**config.mk**
```make
export PLATFORM = sky130hd
export DESIGN_NAME = sof_frame_tracker
export DESIGN_NICKNAME = d
export VERILOG_FILES = /design/src/rtl/sof_trk_pkg.sv /design/src/rtl/sof_frame_latch.sv /design/src/rtl/sof_irq_flag.sv /design/src/rtl/sof_interval_timer.sv /design/src/rtl/sof_frame_tracker.sv
export SDC_FILE = /design/constraint.sdc
export NUM_CORES = 1
export LEC_CHECK = 0
export ABC_AREA = 1
export BUFFER_PORTS_ARGS = -buffer_cell sky130_fd_sc_hd__buf_4
export CAP_MARGIN = 20
export CORE_MARGIN = 5
export CORE_UTILIZATION = 45
export CTS_CLUSTER_SIZE = 12
export DETAILED_ROUTE_END_ITERATION = 12
export GPL_TIMING_DRIVEN = 0
export PLACE_DENSITY = 0.67
export SLEW_MARGIN = 10
export SYNTH_ARGS = -nofsm -noshare
export SYNTH_HDL_FRONTEND = slang
export SYNTH_HIERARCHICAL = 1
export SYNTH_SLANG_ARGS = --single-unit
```
**constraint.sdc**
```tcl
create_clock -name clk -period 1.5 [get_ports clk]
set_input_delay 0.3 -clock clk [delete_from_list [all_inputs] [get_ports clk]]
set_output_delay 0.3 -clock clk [all_outputs]
set_load 0.05 [all_outputs]
```
**src/rtl/sof_trk_pkg.sv**
```systemverilog
// Package: shared constants and the timeout computation for the SOF tracker.
// Assumes the nominal frame interval plus tolerance is 1.00358 ms.
package sof_trk_pkg;

    localparam int FRAME_W = 11;

    // Timeout in units of 10 ns over 1e8 (1.00358 ms = 100358 / 1e8 s).
    localparam longint unsigned TMO_NUM = 64'd100358;
    localparam longint unsigned TMO_DEN = 64'd100_000_000;

    // Timeout length in clock cycles, rounded up.
    function automatic longint unsigned timeout_cycles(input longint unsigned clk_hz);
        return (clk_hz * TMO_NUM + TMO_DEN - 64'd1) / TMO_DEN;
    endfunction

endpackage

```
**src/rtl/sof_frame_latch.sv**
```systemverilog
// Module: holds the frame number of the last received token.
// Assumes sof_stb is a single-cycle strobe qualified upstream.
module sof_frame_latch #(
    parameter int FRAME_W = 11
) (
    input  logic               clk,
    input  logic               rst_n,
    input  logic               sof_stb,
    input  logic [FRAME_W-1:0] sof_frame,
    output logic [FRAME_W-1:0] frame_q
);

    // Load the frame number on each token, hold it otherwise.
    always_ff @(posedge clk) begin
        if (!rst_n)
            frame_q <= '0;
        else if (sof_stb)
            frame_q <= sof_frame;
    end

    p_load_r2: assert property (@(posedge clk) disable iff (!rst_n)
        sof_stb |=> frame_q == $past(sof_frame));

    p_hold_r6: assert property (@(posedge clk) disable iff (!rst_n)
        !sof_stb |=> $stable(frame_q));

endmodule

```
**src/rtl/sof_irq_flag.sv**
```systemverilog
// Module: sticky interrupt flag, set by a token, cleared by a write strobe.
// Assumes a set and a clear in the same cycle resolve to set.
module sof_irq_flag (
    input  logic clk,
    input  logic rst_n,
    input  logic set_i,
    input  logic clr_i,
    output logic flag_q
);

    // Set has priority over clear; otherwise hold.
    always_ff @(posedge clk) begin
        if (!rst_n)
            flag_q <= 1'b0;
        else if (set_i)
            flag_q <= 1'b1;
        else if (clr_i)
            flag_q <= 1'b0;
    end

    p_set_wins_r4: assert property (@(posedge clk) disable iff (!rst_n)
        set_i |=> flag_q);

    p_clear_r4: assert property (@(posedge clk) disable iff (!rst_n)
        (clr_i && !set_i) |=> !flag_q);

    p_sticky_r3: assert property (@(posedge clk) disable iff (!rst_n)
        (!clr_i && !set_i) |=> $stable(flag_q));

endmodule

```
**src/rtl/sof_interval_timer.sv**
```systemverilog
// Module: measures the gap since the last token, declares a loss at the
// timeout, and generates the frame tick for real and substituted frames.
// Assumes TMO_CYC >= 2. Idle until the first token after reset.
module sof_interval_timer #(
    parameter int unsigned TMO_CYC = 125448
) (
    input  logic clk,
    input  logic rst_n,
    input  logic sof_stb,
    output logic locked_q,
    output logic miss_q,
    output logic tick_q
);

    localparam int CNT_W = $clog2(TMO_CYC + 1);
    localparam logic [CNT_W-1:0] LAST = CNT_W'(TMO_CYC - 1);

    logic [CNT_W-1:0] cnt_q;
    logic             expire;

    // Timeout fires only while locked and when no token arrives this cycle.
    always_comb begin
        expire = locked_q && !sof_stb && (cnt_q == LAST);
    end

    // Lock on the first token and keep it until reset.
    always_ff @(posedge clk) begin
        if (!rst_n)
            locked_q <= 1'b0;
        else if (sof_stb)
            locked_q <= 1'b1;
    end

    // Interval counter: restart on a token or a timeout, count while locked.
    always_ff @(posedge clk) begin
        if (!rst_n)
            cnt_q <= '0;
        else if (sof_stb || expire)
            cnt_q <= '0;
        else if (locked_q)
            cnt_q <= cnt_q + 1'b1;
    end

    // Register the loss pulse and the merged frame tick.
    always_ff @(posedge clk) begin
        if (!rst_n) begin
            miss_q <= 1'b0;
            tick_q <= 1'b0;
        end else begin
            miss_q <= expire;
            tick_q <= sof_stb || expire;
        end
    end

    p_idle_unlocked_r5: assert property (@(posedge clk) disable iff (!rst_n)
        !locked_q |-> (cnt_q == '0) && !miss_q);

    p_miss_single_r6: assert property (@(posedge clk) disable iff (!rst_n)
        miss_q |=> !miss_q);

    p_miss_ticks_r6: assert property (@(posedge clk) disable iff (!rst_n)
        miss_q |-> tick_q);

    p_restart_r7: assert property (@(posedge clk) disable iff (!rst_n)
        miss_q |-> cnt_q <= CNT_W'(1));

    p_sof_no_miss_r8: assert property (@(posedge clk) disable iff (!rst_n)
        sof_stb |=> !miss_q);

endmodule

```
**src/rtl/sof_frame_tracker.sv**
```systemverilog
// Module: top of the SOF tracker. Stores the frame number, keeps the sticky
// interrupt flag and runs the loss timer. Assumes tokens are already decoded
// and CRC-checked; CLK_HZ is the frequency of clk.
module sof_frame_tracker #(
    parameter longint unsigned CLK_HZ = 125_000_000
) (
    input  logic                             clk,
    input  logic                             rst_n,
    input  logic                             sof_stb,
    input  logic [sof_trk_pkg::FRAME_W-1:0]  sof_frame,
    input  logic                             irq_clr,
    output logic [sof_trk_pkg::FRAME_W-1:0]  frame_num,
    output logic                             sof_irq,
    output logic                             frame_tick,
    output logic                             sof_missed,
    output logic                             locked
);

    localparam int unsigned TMO_CYC = 32'(sof_trk_pkg::timeout_cycles(CLK_HZ));

    sof_frame_latch #(
        .FRAME_W (sof_trk_pkg::FRAME_W)
    ) u_latch (
        .clk       (clk),
        .rst_n     (rst_n),
        .sof_stb   (sof_stb),
        .sof_frame (sof_frame),
        .frame_q   (frame_num)
    );

    sof_irq_flag u_irq (
        .clk    (clk),
        .rst_n  (rst_n),
        .set_i  (sof_stb),
        .clr_i  (irq_clr),
        .flag_q (sof_irq)
    );

    sof_interval_timer #(
        .TMO_CYC (TMO_CYC)
    ) u_timer (
        .clk      (clk),
        .rst_n    (rst_n),
        .sof_stb  (sof_stb),
        .locked_q (locked),
        .miss_q   (sof_missed),
        .tick_q   (frame_tick)
    );

    p_tick_on_sof_r9: assert property (@(posedge clk) disable iff (!rst_n)
        sof_stb |=> frame_tick);

    p_loss_keeps_irq_r6: assert property (@(posedge clk) disable iff (!rst_n)
        (!sof_stb && !irq_clr) |=> $stable(sof_irq));

endmodule

```
==> metrics, run 1 <==
outcome finished clean; YS warnings 6; Crit-path slowest cell dfxtp_1; clock latency on the worst-skew pair 330 ps; Die Span Y 69.87 µm; Max transition margin 0.7963; Slew Viols, Final 0; syn_nets 253; die area 0.004881 mm²; Die Width 69.87 µm; maximum operating frequency 0.7157 GHz; post-route insts no fill 324; worst min path class input port to flop; Layout fillers 342; first-pass GRT wire length 5.671 mm; nets 293; largest net degree at the start of global routing 12; mean post-synth cell area 6.805 µm²; Vias/cell 4.525; Sequential Area 649.4 µm²; DRT Wirelength 3.432 mm; Post-route DRC 0; RD Place Congestion 0.8158; fraction of layout cells with a size suffix above 1 0.2554; Worst Setup End Kind flop; TNS Setup 0 ps; vias 1,466; Crit path max-delay family simple AND/OR/NAND/NOR gates; initial antenna violation count 0; Num CTS Buffers 5; All-Layer GR Usage 0.1426; CTS Buffer Depth 2; Peak VDD IR 0.0004835 V; vias in the first global route 1,287; Reg clk slew, reported paths 110 ps; Critical Path Max Stage Delay 510 ps; P per Cell Area 882.7 mW/mm²; CORE AREA 0.003416 mm²; Post-DP HPWL 2.457 mm; WS Path Type flop to flop; # rows 21; count of port buffers added during placement 29; Area Overhead vs Synth 26.84%; drt initial violations 89; CTS tree yes; hold_buf cts 0; final setup vio count 0; Critical Path AT 1620 ps; Congestion Overflow GR 0; Ports 30; max cap viols 0; Post-Synthesis Cells 237; Seq/Total Area, Yosys 0.3972; dpl cells 312; footprint of the multi-input gates 800.8 µm²; clock skew 11.56 ps; Initial Utilization 0.4722; Critical Path RT 1720 ps; wire length per cell 10.59 µm; final worst path period need 1397 ps; Pleak 0.9053 nW; Top cell by count, worst path nor2_1; Unique masters post-synth 27; First-pass DRT Iterations 4; number of clock sinks 32; worst-path fanout max 7; crit path buf inv count 1; synthesized area 0.001613 mm²; H-tree depth 2; root buffer cell clkbuf_4; Final Cycle Share 0.9314; CP startpoint kind flop; post-route ant nets 0; Hold Slack 218.9 ps; Least-Margin Pin Slew 303.2 ps; worst-path cell chain nand3_1 > nor2_1 > nand3_2 > nand3_4 > clkbuf_16 > nor2_1; Hold Violations, Final 0; Synth Register Bits 32; Ant. Diodes 0
## stage by stage
stage	total power [W]	area, µm²	setup WS [ps]	utilization
final	0.001806	2046	102.9	0.5989
after CTS	0.001819	1973	1.795	0.5777
after global placement	0.001168	1889	3.221	0.5531
after floorplan	0.001078	1614	109.4	-
after global routing	0.001894	2046	-10.12	0.5989
after detailed placement	0.001169	1889	-8.062	0.5531
## cell usage after synthesis
cell | instances | area share
nand3_4 | 1 | 0.011
a21oi_2 | 1 | 0.0054
nand2_1 | 58 | 0.13
xnor2_1 | 1 | 0.0054
nand3_2 | 2 | 0.012
ha_1 | 1 | 0.0078
inv_2 | 2 | 0.0047
nor2_2 | 7 | 0.027
buf_6 | 3 | 0.021
nand2_2 | 4 | 0.016
o21ai_0 | 1 | 0.0031
a21oi_1 | 2 | 0.0062
mux2i_1 | 1 | 0.0062
buf_4 | 1 | 0.0047
nor2_1 | 52 | 0.12
nand3_1 | 10 | 0.031
nor3_1 | 1 | 0.0031
nand3b_1 | 1 | 0.0047
inv_1 | 36 | 0.084
buf_2 | 1 | 0.0031
nor3_2 | 1 | 0.0062
nor2b_1 | 1 | 0.0039
o21bai_1 | 1 | 0.0047
xor2_1 | 7 | 0.038
nor2_4 | 1 | 0.0070
dfxtp_1 | 32 | 0.40
nand4_1 | 8 | 0.031
## area by class of cell
class / instances / share of cell area
plain buffers: 5 / 0.02446
clock buffers: 5 / 0.01835
clock inverters: 3 / 0.02080
inverters: 38 / 0.06972
multi-input cells: 162 / 0.3914
flip-flops and latches: 32 / 0.3174
well taps: 46 / 0.02813
repair buffers: 33 / 0.1297
## where the power goes
part           internal, W  switching [W]
registers         0.000874      0.0000145
clock network     0.000348       0.000299
logic             0.000103       0.000168
total              0.00132       0.000481
## worst reg2reg max path: cells and delay by family (launching register included)
kind	cells	cell delay [ps]
buffers and inverters	1	170
AND/OR/NAND/NOR	5	620
flip-flops	1	510
## logic make-up after synthesis
kind of cell	synth area share
and+or+nand+nor	0.4088
buffers and inverters	0.1171
DFF	0.3972
xor gates and xnor gates	0.04345
AOI/OAI and AO/OA	0.01939
muxes	0.006207
adders and majority gates	0.007757
## sequential cells by signal, indices dropped and copies added (netlist names)
name	cells
u_timer/miss_q	1
u_latch/frame_q	11
u_timer/cnt_q	17
u_irq/flag_q	1
u_timer/locked_q	1
u_timer/tick_q	1
## layout by cell type, fill, tap and decap left out, types with 4 or more instances in the layout
cell type | synthesis | final
buf_4 | 1 | 33
clkbuf_4 | 0 | 5
dfxtp_1 | 32 | 29
inv_1 | 36 | 36
nand2_1 | 58 | 58
nand2_2 | 4 | 4
nand3_1 | 10 | 10
nand4_1 | 8 | 8
nor2_1 | 52 | 50
nor2_2 | 7 | 9
xor2_1 | 7 | 7
## final timing paths
path	from	slack, ps	to	depth (start not counted)
setup / recovery	u_timer/cnt_q[2]	100	u_timer/cnt_q[9]	6
hold / removal	irq_clr	220	u_irq/flag_q	4
setup reg to reg	u_timer/cnt_q[2]	100	u_timer/cnt_q[9]	6
hold reg to reg	u_irq/flag_q	470	u_irq/flag_q	2
## per-layer routing
layer	GRT usage	up-vias	routed length (µm)
met5	0	-	0
met4	0.05319	0	21
met3	0.04017	2	184
met2	0.2329	34	1554
met1	0.1778	634	1671
li1	-	796	-
## what timing repair did
action                     CTS  global route
buffers inserted             0             3
cloned                       0             1
resized for setup            2             7
pin swaps                    0             2
setup endpoints to repair   10            13
Note: power is estimated with default switching activity, not from simulation.
==> run 2: changes to the inputs <==
ABC_AREA = unset   (was 1)
PLACE_DENSITY = 0.68   (was 0.67)
==> metrics, run 2 <==
syn_nets 156 (was 253); Synth Register Bits 32 (unchanged); Biggest register u_timer/cnt_q (unchanged); # rows 20 (was 21); Least-Margin Pin Slew 521.7 ps (was 303.2 ps); CTS Buffer Depth 2 (unchanged); maximum operating frequency 0.5543 GHz (was 0.7157 GHz); fraction of layout cells with a size suffix above 1 0.3261 (was 0.2554); synth cell count leaders dfxtp_1, nor2_1, mux2i_1, nor2b_1, nand2_1 (was nand2_1, nor2_1, inv_1, dfxtp_1, nand3_1); vias 1,090 (was 1,466); post-route ant nets 0 (unchanged); area leader, netlist dfxtp_1 (unchanged); All-Layer GR Usage 0.1439 (was 0.1426); Die Width 65.10 µm (was 69.87 µm); Ant. Diodes 0 (unchanged); Peak VDD IR 0.0005198 V (was 0.0004835 V); nets 199 (was 293); die area 0.004238 mm² (was 0.004881 mm²); clock latency on the worst-skew pair 320 ps (was 330 ps); Seq/Total Area, Yosys 0.4689 (was 0.3972); final worst path period need 1804 ps (was 1397 ps); main area contributors after synthesis dfxtp_1, mux2i_1, nor2b_1 (was dfxtp_1, nand2_1, nor2_1); top-count cell post-synth dfxtp_1 (was nand2_1); Unique masters post-synth 32 (was 27); initial antenna violation count 0 (unchanged); first-pass GRT wire length 4.692 mm (was 5.671 mm); Slew Viols, Final 0 (unchanged); dominant synthesized flop cell dfxtp_1 (unchanged); share of the synthesized area in the top cell type 0.4689 (was 0.3972); worst min path class input port to flop (unchanged); mean post-synth cell area 9.759 µm² (was 6.805 µm²); Die Span Y 65.10 µm (was 69.87 µm); WS Path Type flop to flop (unchanged); vias in the first global route 1,080 (was 1,287); P per Cell Area 887.1 mW/mm² (was 882.7 mW/mm²); Synth async-reset ratio 0 (unchanged); max cap viols 0 (unchanged); hold_buf cts 0 (unchanged); Max transition margin 0.6490 (was 0.7963); Largest regs u_timer/cnt_q: 17 flops, u_latch/frame_q: 11 flops (unchanged); CP startpoint kind flop (unchanged); final setup vio count 19 (was 0); RSZ-0062 raised after global routing yes; Largest register FFs 17 (unchanged); most frequent cells in the layout buf_4, dfxtp_1, nor2_1 (was nand2_1, nor2_1, inv_1); worst-path fanout max 10 (was 7); count of port buffers added during placement 29 (unchanged); number of flops mapped to enable cells by yosys 0 (unchanged); Congestion Overflow GR 0 (unchanged); Layout fillers 276 (was 342); Pleak 0.6896 nW (was 0.9053 nW); Post-Synthesis Cells 140 (was 237); First-pass DRT Iterations 4 (unchanged); RD Place Congestion 0.7928 (was 0.8158); Reg clk slew, reported paths 100 ps (was 110 ps); CORE AREA 0.002978 mm² (was 0.003416 mm²); largest net degree at the start of global routing 11 (was 12); TNS Setup -5257 ps (was 0 ps); Ports 30 (unchanged); Hold Violations, Final 0 (unchanged); DRT Wirelength 2.791 mm (was 3.432 mm); Post-DP HPWL 1.949 mm (was 2.457 mm); outcome finished with violations (was finished clean); failing checks negative setup slack; final worst slack -304.2 ps (was 102.9 ps); most common cell after layout, fill and taps aside buf_4 (was nand2_1); Num CTS Buffers 5 (unchanged); Post-route DRC 0 (unchanged); clock skew 9.953 ps (was 11.56 ps); Final Power 0.001566 W (was 0.001806 W); Area Overhead vs Synth 29.21% (was 26.84%); Critical Path RT 1710 ps (was 1720 ps); root buffer cell clkbuf_4 (unchanged); CTS tree yes (unchanged); Vias/cell 5.023 (was 4.525); Initial Utilization 0.4588 (was 0.4722); number of clock sinks 32 (unchanged); synthesized area 0.001366 mm² (was 0.001613 mm²); YS warnings 6 (unchanged); Final Cycle Share 1.203 (was 0.9314); Worst Setup End Kind flop (unchanged); Critical Path AT 2010 ps (was 1620 ps); drt initial violations 18 (was 89); Hold Slack 227.2 ps (was 218.9 ps); H-tree depth 2 (unchanged); wire length per cell 12.86 µm (was 10.59 µm)
## run 2: worst paths after layout
path,from,to,slack [ps],cells after the start
setup / recovery,u_timer/cnt_q[12],u_timer/cnt_q[11],-300,5
hold / removal,rst_n,u_timer/locked_q,230,2
setup reg to reg,u_timer/cnt_q[12],u_timer/cnt_q[11],-300,5
hold reg to reg,u_timer/cnt_q[16],u_timer/cnt_q[16],500,2
## run 2: cell type report
class / instances / area, µm² / share of cell area
multi-input cells: 101 / 704.4 / 0.3990
flip-flops and latches: 32 / 654.4 / 0.3707
repair buffers: 37 / 277.8 / 0.1573
clock buffers: 7 / 45.04 / 0.02551
well taps: 33 / 41.29 / 0.02339
plain buffers: 3 / 26.28 / 0.01488
inverters: 3 / 11.26 / 0.006378
clock inverters: 1 / 5.005 / 0.002835
## run 2: logic make-up (layout without fill, tap and decap cells)
logic type | Yosys count | count (layout) | share of synthesized area
compound gates | 11 | 11 | 0.05403
xor+xnor | 12 | 12 | 0.07692
buf+inv | 7 | 51 | 0.03113
fa+ha+maj | 1 | 1 | 0.009156
mux | 12 | 12 | 0.08792
simple gates | 65 | 65 | 0.2720
flops | 32 | 32 | 0.4689
## run 2: timing repair
item                                   in CTS  in global routing
gates resized for setup                     4                  5
setup endpoints to repair                  19                 19
endpoints found under the hold margin       0                  0
pin swaps                                   1                  3
buffers inserted                            4                  4
## run 2: critical path: stages (launching register included)
cell     delay (ps)
dfxtp_4         350
or4b_4          530
or3_4           420
o21ai_4         180
buf_6           160
nor2_1           50
## run 2: layer usage
| metal | routed length [µm] | GRT usage |
|---|---|---|
| met1 | 1243 | 0.1715 |
| met2 | 1357 | 0.2209 |
| met3 | 159 | 0.06838 |
| met4 | 30 | 0.06218 |
| met5 | 0 | 0 |
## run 2: power breakdown
group          total (W)  switching [W]  internal [W]
registers       0.000884      0.0000133      0.000871
clock network   0.000447       0.000264      0.000182
logic           0.000235       0.000134      0.000102
total            0.00157       0.000411       0.00115
## run 2: stage by stage
step / utilization / setup slack, ps / instances / area [µm²]
6_report: 0.5929 / -304.2 / 217 / 1765
3_5_place_dp: 0.5508 / -458.2 / 202 / 1640
2_1_floorplan: - / -239.4 / 140 / 1381
4_1_cts: 0.5828 / -303.9 / 214 / 1735
5_1_grt: 0.5929 / -343.0 / 217 / 1765
3_3_place_gp: 0.5508 / -441.4 / 202 / 1640
